## src/rtl/nor_cmd_sequencer.sv

```systemverilog
module nor_cmd_sequencer #(
  parameter int AW = 27,
  parameter int LW = 8
) (
  input  logic          clk,
  input  logic          rst_n,
  input  logic          start,
  input  logic [2:0]    op,
  input  logic [AW-1:0] tgt_addr,
  input  logic [15:0]   wr_data,
  input  logic [LW-1:0] cyc_len,
  output logic [AW-1:0] bus_addr,
  output logic          ce_n,
  output logic          oe_n,
  output logic          we_n,
  output logic [15:0]   dq_out,
  output logic          dq_oe,
  input  logic [15:0]   dq_in,
  output logic [15:0]   rdata,
  output logic          rvalid,
  output logic [1:0]    rindex,
  output logic          done
);
  localparam logic [2:0] OP_ID = 3'd0, OP_QRY = 3'd1, OP_PROG = 3'd2,
                         OP_RST = 3'd3, OP_BYTE = 3'd4;
  localparam logic [LW-1:0] MIN_LEN = LW'(3);

  logic          run;
  logic [2:0]    op_r, step_r;
  logic [AW-1:0] tgt_r;
  logic [15:0]   wd_r;
  logic [LW-1:0] len_r, cnt_r;
  logic [1:0]    rd_n;

  logic          s_wr, s_last;
  logic [AW-1:0] s_addr;
  logic [15:0]   s_data;

  always_comb begin
    s_wr = 1'b1; s_last = 1'b0; s_addr = '0; s_data = 16'h00F0;
    unique case (op_r)
      OP_ID: unique case (step_r)
        3'd0: begin s_addr = AW'(12'hAAA); s_data = 16'h00AA; end
        3'd1: begin s_addr = AW'(12'h554); s_data = 16'h0055; end
        3'd2: begin s_addr = AW'(12'hAAA); s_data = 16'h0090; end
        3'd3: begin s_wr = 1'b0; s_addr = AW'(0); end
        3'd4: begin s_wr = 1'b0; s_addr = AW'(2); end
        default: s_last = 1'b1;
      endcase
      OP_QRY: unique case (step_r)
        3'd0: begin s_addr = AW'(8'hAA); s_data = 16'h0098; end
        3'd1: begin s_wr = 1'b0; s_addr = AW'(8'h20); end
        3'd2: begin s_wr = 1'b0; s_addr = AW'(8'h22); end
        3'd3: begin s_wr = 1'b0; s_addr = AW'(8'h24); end
        3'd4: begin s_wr = 1'b0; s_addr = AW'(8'h4E); end
        default: s_last = 1'b1;
      endcase
      OP_PROG: unique case (step_r)
        3'd0: begin s_addr = AW'(12'hAAA); s_data = 16'h00AA; end
        3'd1: begin s_addr = AW'(12'h554); s_data = 16'h0055; end
        3'd2: begin s_addr = AW'(12'hAAA); s_data = 16'h00A0; end
        default: begin s_last = 1'b1; s_addr = {tgt_r[AW-1:1], 1'b0}; s_data = wd_r; end
      endcase
      OP_RST: s_last = 1'b1;
      default: begin s_wr = 1'b0; s_last = 1'b1; s_addr = {tgt_r[AW-1:1], 1'b0}; end
    endcase
  end

  wire cyc_end = (cnt_r == len_r - LW'(1));

  assign ce_n     = ~run;
  assign oe_n     = ~(run & ~s_wr);
  assign we_n     = ~(run & s_wr & (cnt_r != '0) & ~cyc_end);
  assign dq_oe    = run & s_wr;
  assign dq_out   = (run & s_wr) ? s_data : 16'h0000;
  assign bus_addr = run ? s_addr : '0;

  always_ff @(posedge clk or negedge rst_n) begin
    if (!rst_n) begin
      run <= 1'b0; op_r <= '0; step_r <= '0; tgt_r <= '0; wd_r <= '0;
      len_r <= MIN_LEN; cnt_r <= '0; rd_n <= '0;
      done <= 1'b0; rvalid <= 1'b0; rdata <= '0; rindex <= '0;
    end else begin
      done   <= 1'b0;
      rvalid <= 1'b0;
      if (!run) begin
        if (start && op <= OP_BYTE) begin
          run <= 1'b1; op_r <= op; tgt_r <= tgt_addr; wd_r <= wr_data;
          len_r <= (cyc_len < MIN_LEN) ? MIN_LEN : cyc_len;
          step_r <= '0; cnt_r <= '0; rd_n <= '0;
        end
      end else if (cyc_end) begin
        cnt_r <= '0;
        if (!s_wr) begin
          rvalid <= 1'b1;
          rindex <= rd_n;
          rd_n   <= rd_n + 2'd1;
          if (op_r == OP_BYTE)
            rdata <= {8'h00, tgt_r[0] ? dq_in[15:8] : dq_in[7:0]};
          else
            rdata <= dq_in;
        end
        if (s_last) begin
          run  <= 1'b0;
          done <= 1'b1;
        end else begin
          step_r <= step_r + 3'd1;
        end
      end else begin
        cnt_r <= cnt_r + LW'(1);
      end
    end
  end

  p_addr_stable_r2: assert property (@(posedge clk) disable iff (!rst_n)
    (run && cnt_r != '0) |-> ($stable(bus_addr) && $stable(dq_out)));
  p_we_oe_excl_r2: assert property (@(posedge clk) disable iff (!rst_n)
    !(!we_n && !oe_n));
  p_we_in_write_r2: assert property (@(posedge clk) disable iff (!rst_n)
    !we_n |-> (dq_oe && !ce_n));
  p_bit0_clear_r9: assert property (@(posedge clk) disable iff (!rst_n)
    !ce_n |-> !bus_addr[0]);
  p_rvalid_after_read_r8: assert property (@(posedge clk) disable iff (!rst_n)
    rvalid |-> $past(!oe_n));
  p_done_pulse_r11: assert property (@(posedge clk) disable iff (!rst_n)
    done |=> !done);
  p_start_ignored_r10: assert property (@(posedge clk) disable iff (!rst_n)
    (run && start) |=> ($stable(op_r) && $stable(tgt_r) && $stable(wd_r)));
  p_idle_quiet_r1: assert property (@(posedge clk) disable iff (!rst_n)
    ce_n |-> (oe_n && we_n && !dq_oe));
endmodule

```

## config.mk

```make
export PLATFORM = sky130hd
export DESIGN_NAME = nor_cmd_sequencer
export DESIGN_NICKNAME = d
export VERILOG_FILES = /design/src/rtl/nor_cmd_sequencer.sv
export SDC_FILE = /design/constraint.sdc
export NUM_CORES = 1
export LEC_CHECK = 0
export ABC_CLOCK_PERIOD_IN_PS = 4900
export BUFFER_PORTS_ARGS = -buffer_cell sky130_fd_sc_hd__buf_4
export CORE_MARGIN = 1.5
export CORE_UTILIZATION = 50
export DETAILED_ROUTE_END_ITERATION = 10
export PLACE_DENSITY_LB_ADDON = 0.2
export SYNTH_ARGS = -nofsm -noshare
export SYNTH_HDL_FRONTEND = slang
export SYNTH_SLANG_ARGS = --single-unit
export TNS_END_PERCENT = 20
```

## constraint.sdc

```tcl
create_clock -name clk -period 4.9 [get_ports clk]
set_clock_uncertainty 0.2 [all_clocks]
set_input_delay 0 -clock clk [delete_from_list [all_inputs] [get_ports clk]]
set_output_delay 0 -clock clk [all_outputs]
set_load 0.02 [all_outputs]
```

==> results.cfg, run 1 <==
[outcome]
status = finished clean

[clocking]
clock-sinks = 88
cts_tree = yes
clkTransAtPathRegs_ns = 0.09
cts_buffers = 9
htreeDepth = 3
cts_buffer_depth = 2
clk_latency_ns = 0.35
post-cts-setup-buffer-count = 0
cts_root_buf = clkbuf_8

[grt]
busiest_layer = met2
gr-total-overflow = 0
grt_pass1_vias = 4469
grtUsageMet3_pct = 5.659
grt_pass1_wl_um = 21970
antenna_found_initial = 0
grt_max_degree = 89
met2_usage_pct = 49.20
grt_use_total_pct = 27.25
use_met1_pct = 32.78

[place]
place_area_um2 = 5899
hpwl_um = 8372
dp_cells = 709
gp_congestion = 0.8983
portBuffers = 138
pre_cts_slack_ns = 1.564

[routing]
drt_pass1_iterations = 4
routed_wl_um = 13180
ant_nets = 0
viasPerCell = 5.510
dr_total_vias = 4386
drt-initial-drc-count = 282
routedWlPerCell_um = 16.56
drc = 0

[worst_setup_path]
crit_start = step_r[0]$_DFFE_PN0P_
r2r_cells = 10
start_kind = flip-flop
reg2reg_from = step_r[0]$_DFFE_PN0P_
cp_max_fo = 9
worstSetupPathType = flip-flop to output port
arrival_ns = 3.27
required_ns = 4.70
endpoint_kind = output port

[power_and_ir_drop]
swShare_pct = 44.73
p_comb_share_pct = 55.6
p_leak_uw = 0.003158
cell_internal_pwr_uw = 2364
vdd_drop_max_v = 0.0003941
power_density_nw_per_um2 = 626.3
power_frac_clock_pct = 13.1
pwr-share-seq_pct = 31.4
netSwitchingPower_uw = 1913

[timing]
relSlewSlack_pct = 27.05
hold_viol_final = 0
max_freq_ghz = 0.2879
holdWs_ns = 0.06524
drv_slew = 0
finalSetupViolCount = 0
period_minus_slack_ns = 3.474
rsz0062_at_grt = no
fin_ws_ns = 1.426
post-route-period-util_pct = 70.90
setup_tns_ns = 0
worstMarginPinSlew_ns = 1.094

[cells_and_area]
area_delta_synth_final_pct = 41.62
seqCellArea_um2 = 2205
final_cell_mix = buf_4, dfrtp_1, dlygate4sd3_1
antenna_cells = 0
final_area_um2 = 6829
stdcell_count = 796
drive_gt1_share_pct = 33.43
final_common_cell = buf_4
fill_cells = 661
multi_input_area_um2 = 2389
nNetsFinal = 743

[worst_hold_path]
hold_depth = 4
worstHoldStart = start
hold_class = input pin to flip-flop

[die]
num_rows = 35
dieArea_um2 = 10240
die_x_um = 101.2
die_height_um = 101.2
io_pins = 140
initial_core_util_pct = 51.94
coreArea_um2 = 9284

[synth]
synth_top_flop_cell = dfrtp_1
synth_edf_count = 0
ys_seq_area_share_pct = 45.72
synth-async-reset-ratio_pct = 100.0
syn_nets = 550
synth_area_per_cell_um2 = 10.28
yosysUniqueCellTypes = 60
netlist_instances = 469
synth_seq_cells = 88
syn_area_um2 = 4822
yosys_warnings = 0

[run]
maxCapViolCount = 0
[cell families (layout without fill, tap and decap cells)]
| family | count (synthesis) | in the layout | synth area share, % |
|---|---|---|---|
| compound gates | 115 | 115 | 15.33 |
| flops | 88 | 88 | 45.72 |
| simple gates | 120 | 120 | 13.49 |
| fa+ha+maj | 8 | 8 | 2.076 |
| mux | 73 | 73 | 16.63 |
| other cells | 1 | 1 | 0.07777 |
| xor+xnor | 10 | 10 | 1.816 |
| buf+inv | 54 | 252 | 4.852 |
[worst max-delay path, cell delays in order, from the launching register on]
cell and delay [ns]:
dfrtp_1 0.45, inv_1 0.12, ha_1 0.32, o21ai_0 0.18, a221oi_1 0.10, nor2_1 0.18, nand2_1 0.26, nor4_1 0.90
and2_1 0.26, buf_4 0.15
[sequential cells by signal (all words and copies together), names as in the netlist]
register	flops
wd_r	16
len_r	8
cnt_r	8
rdata	16
op_r	3
rd_n	2
run	1
step_r	3
rindex	2
done	1
rvalid	1
tgt_r	27
[synth_stat cells, drive strengths merged, types with 13 or more instances]
cell	count	area, um^2
a21oi	28	143.9
a31oi	18	112.6
and2	27	168.9
clkbuf	19	71.32
dfrtp	86	2152
inv	25	93.84
mux2	57	641.9
mux2i	16	160.2
nand2	23	86.33
nor2	20	77.58
nor3	13	70.07
o21ai	33	165.2
[what timing repair did]
item / 4_1_cts / 5_1_grt
resized for setup: 0 / 0
hold endpoints to repair: 156 / 0
hold buffers: 71 / 0
[path summary, 6_finish.rpt]
kind                                         endpoint  slack [ns]
max in group asynchronous        tgt_r[1]$_DFFE_PN0P_        3.61
worst min register to register  tgt_r[15]$_DFFE_PN0P_        0.30
min in group asynchronous        cnt_r[2]$_DFFE_PN0P_        0.20
worst max register to register   rdata[9]$_DFFE_PN0P_        1.58
worst min-delay path            step_r[1]$_DFFE_PN0P_        0.07
worst max-delay path                        dq_out[8]        1.43
[area by class of cell]
cell class / count / area share [%]
Multi-Input combinational cell: 327 / 34.98
Sequential cell: 88 / 32.28
Timing Repair Buffer: 211 / 25.80
Tap cell: 129 / 2.364
Clock buffer: 10 / 1.869
Inverter: 25 / 1.374
Clock inverter: 6 / 1.337
[stage by stage]
| stage | util [%] | total power, uW |
|---|---|---|
| floorplan | - | 2810 |
| finish | 73.56 | 4277 |
| detailed placement | 63.54 | 3649 |
| CTS | 73.56 | 4255 |
| global placement | 63.54 | 3580 |
| global route | 73.56 | 4581 |
[power by group through the flow]
stage | Combinational, uW | Clock, uW | Sequential, uW
after floorplan | 1540 | 0 | 1270
final | 2380 | 559 | 1340
after global routing | 2590 | 603 | 1390
after detailed placement | 2310 | 0 | 1340
after CTS | 2360 | 563 | 1330
after global placement | 2260 | 0 | 1320
[metal layers]
metal	part of all wire (%)	routed length, um
met1	41	5416
met2	52	6807
met3	5.8	764
met4	1.4	190
met5	0	0
(Power assumes the default switching activity.)
==> inputs of run 2 (changes only) <==
ABC_CLOCK_PERIOD_IN_PS = 3420   (was 4900)
clock period = 3.42 ns   (was 4.9 ns; I/O delays follow)
==> results.cfg, run 2 (synthesis gave the netlist of run 1 again) <==
[worst_setup_path]
start_kind = flip-flop
crit_start = step_r[0]$_DFFE_PN0P_
r2r_cells = 11
required_ns = 3.22
slowest_delay_ns = 0.44
arrival_ns = 2.94
slowest_stage = dfrtp_1
crit_chain = inv_1 > ha_1 > inv_1 > a221oi_1 > nor2_1 > nand2_1 > nor4_1 > buf_4 > and2_1 > buf_4
endpoint_kind = output port
cp_max_fo = 10
reg2reg_from = step_r[0]$_DFFE_PN0P_
worstSetupPathType = flip-flop to output port

[die]
io_pins = 140
dieArea_um2 = 10240
die_height_um = 101.2
initial_core_util_pct = 51.94
die_x_um = 101.2
num_rows = 35
coreArea_um2 = 9284

[cells_and_area]
final_cell_mix = buf_4, dfrtp_1, dlygate4sd3_1
final_area_um2 = 6895
nNetsFinal = 754
largest-register = tgt_r
area_delta_synth_final_pct = 42.99
fill_cells = 644
reg_top3 = tgt_r x27, rdata x16, wd_r x16
post-route-util_pct = 74.27
antenna_cells = 0
drive_gt1_share_pct = 34.37
largest_reg_flops = 27
final_common_cell = buf_4

[place]
hpwl_um = 8472
portBuffers = 138
place_area_um2 = 5967
gp_congestion = 0.9444
pre_cts_slack_ns = 0.4607

[routing]
drt-initial-drc-count = 205
routed_wl_um = 13060
viasPerCell = 5.487
routedWlPerCell_um = 16.19
dr_total_vias = 4428
drc = 0
ant_nets = 0
drt_pass1_iterations = 5

[clocking]
cts_buffer_depth = 2
cts_root_buf = clkbuf_8
cts_buffers = 9
clkTransAtPathRegs_ns = 0.10
cts_tree = yes
htreeDepth = 3
clock-sinks = 88
post-cts-setup-buffer-count = 0
clk_latency_ns = 0.37

[power_and_ir_drop]
power_uw = 6116
p_leak_uw = 0.003205
pwr-share-seq_pct = 30.9
power_frac_clock_pct = 12.0
netSwitchingPower_uw = 2747
vdd_drop_max_v = 0.0004698
swShare_pct = 44.91
cell_internal_pwr_uw = 3370
p_comb_share_pct = 57.1
power_density_nw_per_um2 = 887.0

[outcome]
status = finished clean

[grt]
grt_use_total_pct = 27.00
grt_max_degree = 75
grt_pass1_vias = 4542
grt_pass1_wl_um = 21630
antenna_found_initial = 0
gr-total-overflow = 0

[worst_hold_path]
hold_class = input pin to async pin

[timing]
hold_viol_final = 0
period_minus_slack_ns = 3.143
drv_slew = 0
max_freq_ghz = 0.3182
fin_ws_ns = 0.2774
worstMarginPinSlew_ns = 1.072
relSlewSlack_pct = 28.53
finalSetupViolCount = 0
setup_tns_ns = 0
post-route-period-util_pct = 91.89

[run]
maxCapViolCount = 0
[run 2: changes by cell type in the layout (fill, tap and decap cells not counted), sizes merged]
| cell | delta |
|---|---|
| clkinv | +1 |
| buf | +9 |
| dlygate4sd3 | +2 |
| inv | +1 |
| clkinvlp | -1 |
| bufinv | -1 |
[run 2: per-stage QoR]
stage | std cells | hold slack, ns
floorplan | 469 | -0.4956
global placement | 718 | -0.002852
detailed placement | 718 | -0.0007203
CTS | 807 | 0.1528
global route | 807 | 0.1965
finish | 807 | 0.1111
[run 2: cell type report]
type,instances,area (um^2),area share [%]
Clock buffer,10,127.6,1.851
Clock inverter,6,67.56,0.9799
Inverter,25,93.84,1.361
Multi-Input combinational cell,327,2391,34.68
Sequential cell,88,2205,31.97
Tap cell,129,161.4,2.341
Timing Repair Buffer,222,1849,26.82
[run 2: timing repair]
item                                    CTS  global route
hold buffers                             73             0
endpoints found under the hold margin   142             0
endpoints found under the setup margin    0            15
gates resized for setup                   0             1
[run 2: final timing paths]
kind                                         end  slack (ns)
max                                   dq_out[14]        0.28
min                          rd_n[0]$_DFFE_PN0P_        0.11
max reg2reg                rindex[1]$_DFFE_PN0P_        0.44
min reg2reg                 wd_r[13]$_DFFE_PN0P_        0.30
max in group asynchronous   rdata[1]$_DFFE_PN0P_        2.16
min in group clk           tgt_r[18]$_DFFE_PN0P_        0.20
[run 2: critical path, delay by kind of cell (launching register included)]
kind,cells,cell delay [ns]
AO/OA/AOI/OAI,1,0.34
adder cells (fa/ha/maj),1,0.36
buffers and inverters,4,0.67
flip-flops,1,0.44
AND/OR/NAND/NOR,4,0.77
[run 2: power by group through the flow]
stage                     Clock (uW)  Sequential [uW]  Combinational, uW
after global placement             0             1880               3300
after CTS                        745             1880               3470
after floorplan                    0             1820               2200
final                            735             1890               3490
after detailed placement           0             1900               3370
after global routing             795             1970               3810
[run 2: metal layers]
layer	global-route usage, %	wire length [um]	vias up
met5	0	0	-
met4	12.39	393	0
met3	7.660	848	32
met2	46.41	6589	168
met1	31.38	5232	2134
li1	-	-	2094
